**config.mk**
```make
export PLATFORM = sky130hd
export DESIGN_NAME = nand_strobe_gen
export DESIGN_NICKNAME = d
export VERILOG_FILES = /design/src/rtl/nsg_pkg.sv /design/src/rtl/nsg_sync.sv /design/src/rtl/nsg_timing.sv /design/src/rtl/nsg_fsm.sv /design/src/rtl/nand_strobe_gen.sv
export SDC_FILE = /design/constraint.sdc
export NUM_CORES = 1
export LEC_CHECK = 0
export BUFFER_PORTS_ARGS = -buffer_cell sky130_fd_sc_hd__buf_2
export CORE_ASPECT_RATIO = 1.2
export CORE_UTILIZATION = 50
export CTS_CLUSTER_DIAMETER = 30
export CTS_CLUSTER_SIZE = 12
export DETAILED_ROUTE_END_ITERATION = 8
export PLACE_DENSITY = 0.85
export SLEW_MARGIN = 20
export SYNTH_ARGS = -nofsm -noshare
export SYNTH_HDL_FRONTEND = slang
export SYNTH_HIERARCHICAL = 1
export SYNTH_SLANG_ARGS = --single-unit
```
**constraint.sdc**
```tcl
create_clock -name clk -period 5.6 [get_ports clk]
set_clock_uncertainty 0.1 [all_clocks]
set_input_delay 0.28 -clock clk [delete_from_list [all_inputs] [get_ports clk]]
set_output_delay 0.28 -clock clk [all_outputs]
set_load 0.03 [all_outputs]
```
**src/rtl/nsg_pkg.sv**
```systemverilog
package nsg_pkg;

  typedef enum logic [1:0] {
    K_CMD   = 2'd0,
    K_ADDR  = 2'd1,
    K_WRITE = 2'd2,
    K_READ  = 2'd3
  } kind_e;

  typedef enum logic [2:0] {
    S_IDLE,
    S_SETUP,
    S_WLOW,
    S_WHIGH,
    S_WEXT,
    S_RLOW,
    S_RHOLD,
    S_REXT
  } state_e;

endpackage

```
**src/rtl/nsg_sync.sv**
```systemverilog
module nsg_sync #(
  parameter int STAGES = 2
) (
  input  logic clk,
  input  logic rst_n,
  input  logic d,
  output logic q
);
  logic [STAGES-1:0] chain;

  always_ff @(posedge clk) begin
    if (!rst_n) chain <= '0;
    else        chain <= {chain[STAGES-2:0], d};
  end

  assign q = chain[STAGES-1];
endmodule

```
**src/rtl/nsg_timing.sv**
```systemverilog
module nsg_timing #(
  parameter int FIELD_W = 8,
  localparam int REG_W = 4 * FIELD_W
) (
  input  logic               clk,
  input  logic               rst_n,
  input  logic               load,
  input  logic [REG_W-1:0]   wr_cfg,
  input  logic [REG_W-1:0]   rd_cfg,
  output logic [FIELD_W-1:0] len_setup,
  output logic [FIELD_W-1:0] len_wlow,
  output logic [FIELD_W-1:0] len_whigh,
  output logic [FIELD_W-1:0] len_wext,
  output logic [FIELD_W-1:0] len_racc,
  output logic [FIELD_W-1:0] len_rlow,
  output logic [FIELD_W-1:0] len_rhold,
  output logic [FIELD_W-1:0] len_rext
);
  localparam logic [FIELD_W-1:0] ONE = FIELD_W'(1);

  logic [REG_W-1:0] wr_q, rd_q;
  logic [FIELD_W-1:0] wf [4];
  logic [FIELD_W-1:0] rf [4];

  always_ff @(posedge clk) begin
    if (!rst_n) begin
      wr_q <= '0;
      rd_q <= '0;
    end else if (load) begin
      wr_q <= wr_cfg;
      rd_q <= rd_cfg;
    end
  end

  // field 0 is the most significant slice
  for (genvar g = 0; g < 4; g++) begin : g_split
    assign wf[g] = wr_q[REG_W-1-g*FIELD_W -: FIELD_W];
    assign rf[g] = rd_q[REG_W-1-g*FIELD_W -: FIELD_W];
  end

  function automatic logic [FIELD_W-1:0] at_least_one(input logic [FIELD_W-1:0] v);
    return (v == '0) ? ONE : v;
  endfunction

  always_comb begin
    len_setup = at_least_one(wf[0]);
    len_wext  = at_least_one(wf[1]);
    len_wlow  = (wf[2] > wf[3]) ? (wf[2] - wf[3]) : ONE;
    len_whigh = at_least_one(wf[3]);
    len_racc  = at_least_one(rf[0]);
    len_rhold = at_least_one(rf[1]);
    len_rlow  = (at_least_one(rf[2]) > len_racc) ? at_least_one(rf[2]) : len_racc;
    len_rext  = at_least_one(rf[3]);
  end
endmodule

```
**src/rtl/nsg_fsm.sv**
```systemverilog
module nsg_fsm
  import nsg_pkg::*;
#(
  parameter int FIELD_W = 8
) (
  input  logic               clk,
  input  logic               rst_n,
  input  logic               start,
  input  logic               is_read,
  input  logic [FIELD_W-1:0] len_setup,
  input  logic [FIELD_W-1:0] len_wlow,
  input  logic [FIELD_W-1:0] len_whigh,
  input  logic [FIELD_W-1:0] len_wext,
  input  logic [FIELD_W-1:0] len_racc,
  input  logic [FIELD_W-1:0] len_rlow,
  input  logic [FIELD_W-1:0] len_rhold,
  input  logic [FIELD_W-1:0] len_rext,
  output state_e             state,
  output logic               capture
);
  logic [FIELD_W-1:0] cnt;
  logic [FIELD_W-1:0] cur_len;
  state_e             nxt;
  logic               done;

  always_comb begin
    cur_len = len_setup;
    nxt     = S_IDLE;
    unique case (state)
      S_IDLE:  begin cur_len = len_setup; nxt = S_SETUP; end
      S_SETUP: begin cur_len = len_setup; nxt = is_read ? S_RLOW : S_WLOW; end
      S_WLOW:  begin cur_len = len_wlow;  nxt = S_WHIGH; end
      S_WHIGH: begin cur_len = len_whigh; nxt = S_WEXT; end
      S_WEXT:  begin cur_len = len_wext;  nxt = S_IDLE; end
      S_RLOW:  begin cur_len = len_rlow;  nxt = S_RHOLD; end
      S_RHOLD: begin cur_len = len_rhold; nxt = S_REXT; end
      S_REXT:  begin cur_len = len_rext;  nxt = S_IDLE; end
      default: begin cur_len = len_setup; nxt = S_IDLE; end
    endcase
    done    = (cnt == cur_len - FIELD_W'(1));
    capture = (state == S_RLOW) && (cnt == len_racc - FIELD_W'(1));
  end

  always_ff @(posedge clk) begin
    if (!rst_n) begin
      state <= S_IDLE;
      cnt   <= '0;
    end else if (state == S_IDLE) begin
      cnt <= '0;
      if (start) state <= S_SETUP;
    end else if (done) begin
      cnt   <= '0;
      state <= nxt;
    end else begin
      cnt <= cnt + FIELD_W'(1);
    end
  end
endmodule

```
**src/rtl/nand_strobe_gen.sv**
```systemverilog
module nand_strobe_gen
  import nsg_pkg::*;
#(
  parameter int FIELD_W     = 8,
  parameter int DATA_W      = 8,
  parameter int NUM_CS      = 2,
  parameter int SYNC_STAGES = 2,
  localparam int REG_W = 4 * FIELD_W,
  localparam int CS_W  = (NUM_CS > 1) ? $clog2(NUM_CS) : 1
) (
  input  logic              clk,
  input  logic              rst_n,
  input  logic [REG_W-1:0]  cfg_wr_timing,
  input  logic [REG_W-1:0]  cfg_rd_timing,
  input  logic              req_valid,
  output logic              req_ready,
  input  logic [1:0]        req_kind,
  input  logic [CS_W-1:0]   req_cs,
  input  logic [DATA_W-1:0] req_byte,
  output logic              rsp_valid,
  input  logic              rsp_ready,
  output logic [DATA_W-1:0] rsp_byte,
  output logic [NUM_CS-1:0] flash_ce_n,
  output logic              flash_cle,
  output logic              flash_ale,
  output logic              flash_we_n,
  output logic              flash_re_n,
  output logic [DATA_W-1:0] flash_dq_out,
  output logic              flash_dq_oe,
  input  logic [DATA_W-1:0] flash_dq_in,
  input  logic              flash_rb,
  output logic [REG_W-1:0]  cs_status
);
  logic [FIELD_W-1:0] len_setup, len_wlow, len_whigh, len_wext;
  logic [FIELD_W-1:0] len_racc, len_rlow, len_rhold, len_rext;
  state_e             state;
  logic               capture, start, active, rb_s;
  kind_e              kind_q;
  logic [CS_W-1:0]    cs_q;
  logic [DATA_W-1:0]  byte_q;

  assign req_ready = (state == S_IDLE) && !rsp_valid;
  assign start     = req_valid && req_ready;
  assign active    = (state != S_IDLE);

  nsg_timing #(.FIELD_W(FIELD_W)) i_timing (
    .clk(clk), .rst_n(rst_n), .load(start),
    .wr_cfg(cfg_wr_timing), .rd_cfg(cfg_rd_timing),
    .len_setup(len_setup), .len_wlow(len_wlow), .len_whigh(len_whigh),
    .len_wext(len_wext), .len_racc(len_racc), .len_rlow(len_rlow),
    .len_rhold(len_rhold), .len_rext(len_rext)
  );

  nsg_fsm #(.FIELD_W(FIELD_W)) i_fsm (
    .clk(clk), .rst_n(rst_n), .start(start), .is_read(kind_q == K_READ),
    .len_setup(len_setup), .len_wlow(len_wlow), .len_whigh(len_whigh),
    .len_wext(len_wext), .len_racc(len_racc), .len_rlow(len_rlow),
    .len_rhold(len_rhold), .len_rext(len_rext),
    .state(state), .capture(capture)
  );

  nsg_sync #(.STAGES(SYNC_STAGES)) i_rb_sync (
    .clk(clk), .rst_n(rst_n), .d(flash_rb), .q(rb_s)
  );

  always_ff @(posedge clk) begin
    if (!rst_n) begin
      kind_q <= K_CMD;
      cs_q   <= '0;
      byte_q <= '0;
    end else if (start) begin
      kind_q <= kind_e'(req_kind);
      cs_q   <= req_cs;
      byte_q <= req_byte;
    end
  end

  always_ff @(posedge clk) begin
    if (!rst_n) begin
      rsp_valid <= 1'b0;
      rsp_byte  <= '0;
    end else if (capture) begin
      rsp_valid <= 1'b1;
      rsp_byte  <= flash_dq_in;
    end else if (rsp_valid && rsp_ready) begin
      rsp_valid <= 1'b0;
    end
  end

  for (genvar c = 0; c < NUM_CS; c++) begin : g_ce
    assign flash_ce_n[c] = !(active && (cs_q == CS_W'(c)));
  end

  assign flash_cle    = active && (kind_q == K_CMD);
  assign flash_ale    = active && (kind_q == K_ADDR);
  assign flash_we_n   = (state != S_WLOW);
  assign flash_re_n   = (state != S_RLOW);
  assign flash_dq_oe  = active && (kind_q != K_READ);
  assign flash_dq_out = byte_q;
  assign cs_status    = {rb_s, {(REG_W-1){1'b0}}};
endmodule

```
==> qor.csv <==
stage;metric;value;unit
outcome;status;finished clean;
clock_network;postCtsHoldBufs;0;
worst_setup_path;r2r_slack;0.85;ns
global_route;antenna_found_initial;0;
final_layout;fillCellCount;1105;
logic_synthesis;synth_top_area_frac;0.312;
logic_synthesis;ys_seq_area_frac;0.312;
global_route;track_usage;0.219;
worst_setup_path;crit_fanout;8;
worst_setup_path;rr_worst_depth;21;
logic_synthesis;syn_area_per_cell;8.93;µm²
worst_setup_path;r2r-end;i_fsm/state[2];
power;p_per_area;306;nW/µm²
power;p_comb_frac;0.298;
timing;tns;0;ns
flow_run;max-cap-violations;0;
global_route;grt_overflow;0;
worst_setup_path;regToRegStartpoint;i_timing/rd_q[27];
drt;ant_nets;0;
clock_network;clk_pin_slew_worst_paths;0.07;ns
drt;drc;0;
global_route;grt_pass1_vias;4679;
final_layout;final_common_cell;buf_2;
power;switching_share;0.323;
worst_setup_path;path_buf_inv;3;
hold_path;worst_hold_startpoint;flash_rb;
logic_synthesis;synth_cells;697;
worst_setup_path;cp_top_family;compound AO/OA/AOI/OAI gates;
timing;slew_violations;0;
worst_setup_path;cp.required;5.73;ns
logic_synthesis;synth_area_leaders;dfxtp_1 31%, mux2i_1 16%, nor2b_1 7.6%, buf_4 4.1%, ha_1 3.8%;
worst_setup_path;slowest_delay;0.37;ns
worst_setup_path;arrival;4.88;ns
timing;slew_headroom;0.370;
final_layout;num-nets-final;852;
placement;portBuffers;113;
logic_synthesis;ys.flop_type;dfxtp_1;
timing;hold_viol;0;
logic_synthesis;yosysTopAreaCell;dfxtp_1;
logic_synthesis;synth_edf_count;0;
timing;min_period_over_period;0.848;
drt;wl_per_cell;15.2;µm
timing;rsz0062_at_grt;false;
global_route;grt_pass1_wl;22700;µm
clock_network;cts.repair.resized;0;
placement;globalplace.congestion;0.953;
final_layout;num_antenna_cells;0;
clock_network;cts_buffers;9;
power;p_leak;2.91;nW
worst_setup_path;slowest_stage;mux2_2;
hold_path;hold_end;i_rb_sync/chain[0];
worst_setup_path;end_kind;flop;
clock_network;cts-root-buf;clkbuf_16;
logic_synthesis;synthesis.area;6220;µm²
placement;hpwlAfterDp;10300;µm
logic_synthesis;synth_cell_types;73;
floorplan;rows;44;
drt;vias_per_cell;5.39;
worst_setup_path;crit_path_start_kind;flop;
worst_setup_path;cp_cell_sequence;nor4_1 > a21oi_1 > inv_1 > ha_1 > nor2b_1 > o211ai_1 > a21oi_1 > o21ai_4 > mux2_2 > and3_1 > a211o_1 > a221o_1 > inv_2 > ha_1 > inv_1 > nor2_1 > nand4_1 > xnor2_2 > o2111ai_4 > o32a_1 > o221a_1;
power;vdd_ir_drop_max;0.184;mV
clock_network;post-cts-setup-buffer-count;0;
worst_setup_path;path_class;reg -> reg;
hold_path;hp-class;in -> reg;
logic_synthesis;yosysWarnings;6;
clock_network;clk_latency;0.35;ns
floorplan;coreArea;12100;µm²
final_layout;layout-drive-gt1-share;0.223;
clock_network;cts_buffer_depth;2;
drt;finalWirelength;13800;µm
clock_network;tritoncts;built;
logic_synthesis;synth_seq_cells;97;
hold_path;holdPathStages;2;
power;clkPwrFrac;0.322;
timing;setup_viol;0;
timing;max_freq;211;MHz
floorplan;io_pins;145;
placement;placed_area;6540;µm²
clock_network;cts.sinks;97;
floorplan;die_h;124;µm
final_layout;stdcell_area;6880;µm²
power;p_seq_frac;0.379;
drt;first_iter_violations;297;
floorplan;start_util;0.514;
floorplan;die_x;104;µm
global_route;grt_max_degree;68;
power;p_int;0.00143;W
drt;firstDrtPassIters;7;
power;p_switching;0.000680;W
drt;vias;4901;
timing;tightestPinTransition;0.944;ns
final_layout;syn_to_final_growth;10.5;%
final_layout;final_cell_mix;113 x buf_2, 100 x mux2i_1, 96 x dfxtp_1;
final_layout;finish.utilization;0.568;
logic_synthesis;ys_async_sr_fraction;0;
floorplan;die_area;12900;µm²
clock_network;h-tree-depth;3;
timing;layout_min_cycle_time;4.75;ns
## worst reg2reg max path, delay by kind of cell (launching register included)
| kind | cells | cell delay (ns) |
|---|---|---|
| adders and majority gates | 2 | 0.34 |
| AOI/OAI and AO/OA | 9 | 2.13 |
| buffers and inverters | 3 | 0.33 |
| xor gates and xnor gates | 1 | 0.21 |
| and+or+nand+nor | 5 | 0.77 |
| DFF | 1 | 0.36 |
| muxes | 1 | 0.37 |
## metrics by stage
step / hold WS (ns) / instances / power, W / setup WS [ns]
final: 0.0342 / 910 / 0.00210 / 0.851
after detailed placement: 0.319 / 894 / 0.00143 / 0.990
after CTS: 0.0264 / 910 / 0.00211 / 0.892
after global placement: 0.314 / 894 / 0.00142 / 1.03
after global routing: 0.0395 / 910 / 0.00221 / 0.557
after floorplan: 0.298 / 727 / 0.00133 / 1.31
## cells in the mapped netlist, drive strengths merged (11+ instances only)
cell type	count
nand2	30
buf	51
dfxtp	97
mux2i	100
xnor2	20
a21oi	19
inv	30
nor2	28
o21ai	11
nor3	18
ha	19
nor2b	77
clkbuf	63
## cell type report
type                    instances  area [µm²]  share of cell area
repair buffers                120         618              0.0899
inverters                      31         116              0.0169
multi-input cells             485        3670               0.533
clock inverters                 5        87.6              0.0127
flip-flops and latches         97        1940               0.283
clock buffers                  11         243              0.0353
well taps                     161         201              0.0293
## layer usage
layer | GRT usage | vias up | part of all wire
li1 | - | 2403 | -
met1 | 0.259 | 2293 | 0.42
met2 | 0.383 | 171 | 0.50
met3 | 0.0368 | 34 | 0.047
met4 | 0.103 | 0 | 0.035
met5 | 0 | - | 0
## logic make-up after synthesis
kind of cell,share of synthesized area
buf+inv,0.118
compound gates,0.109
fa+ha+maj,0.0414
flops,0.312
simple gates,0.184
other cells,0.000603
xor+xnor,0.0406
mux,0.194
## sequential cells by signal, indices dropped and copies added, names as in the netlist
signal / flops
i_fsm/state: 3
i_timing/wf: 32
i_fsm/cnt: 8
i_timing/rd_q: 32
flash_dq_out: 8
i_rb_sync/chain: 2
cs_q: 1
rsp_byte: 8
kind_q: 2
rsp_valid: 1
## worst max path at each step
stage	slack (ns)	cells after the start	from	to
2_1_floorplan	1.31	21	i_timing/rd_q[27]	i_fsm/state[2]
3_3_place_gp	1.03	21	i_timing/rd_q[27]	i_fsm/state[2]
3_5_place_dp	0.99	21	i_timing/rd_q[27]	i_fsm/state[2]
4_1_cts	0.89	21	i_timing/rd_q[27]	i_fsm/state[2]
5_1_grt	0.56	21	i_timing/rd_q[27]	i_fsm/state[2]
6_report	0.85	21	i_timing/rd_q[27]	i_fsm/state[2]
## power groups by stage
stage / logic, W / registers, W / clock network, W
after floorplan: 0.000537 / 0.000791 / 0
after global placement: 0.000606 / 0.000810 / 0
after detailed placement: 0.000617 / 0.000812 / 0
after CTS: 0.000625 / 0.000797 / 0.000690
after global routing: 0.000686 / 0.000804 / 0.000724
final: 0.000628 / 0.000799 / 0.000678
Power figures use the tool's default switching activity.
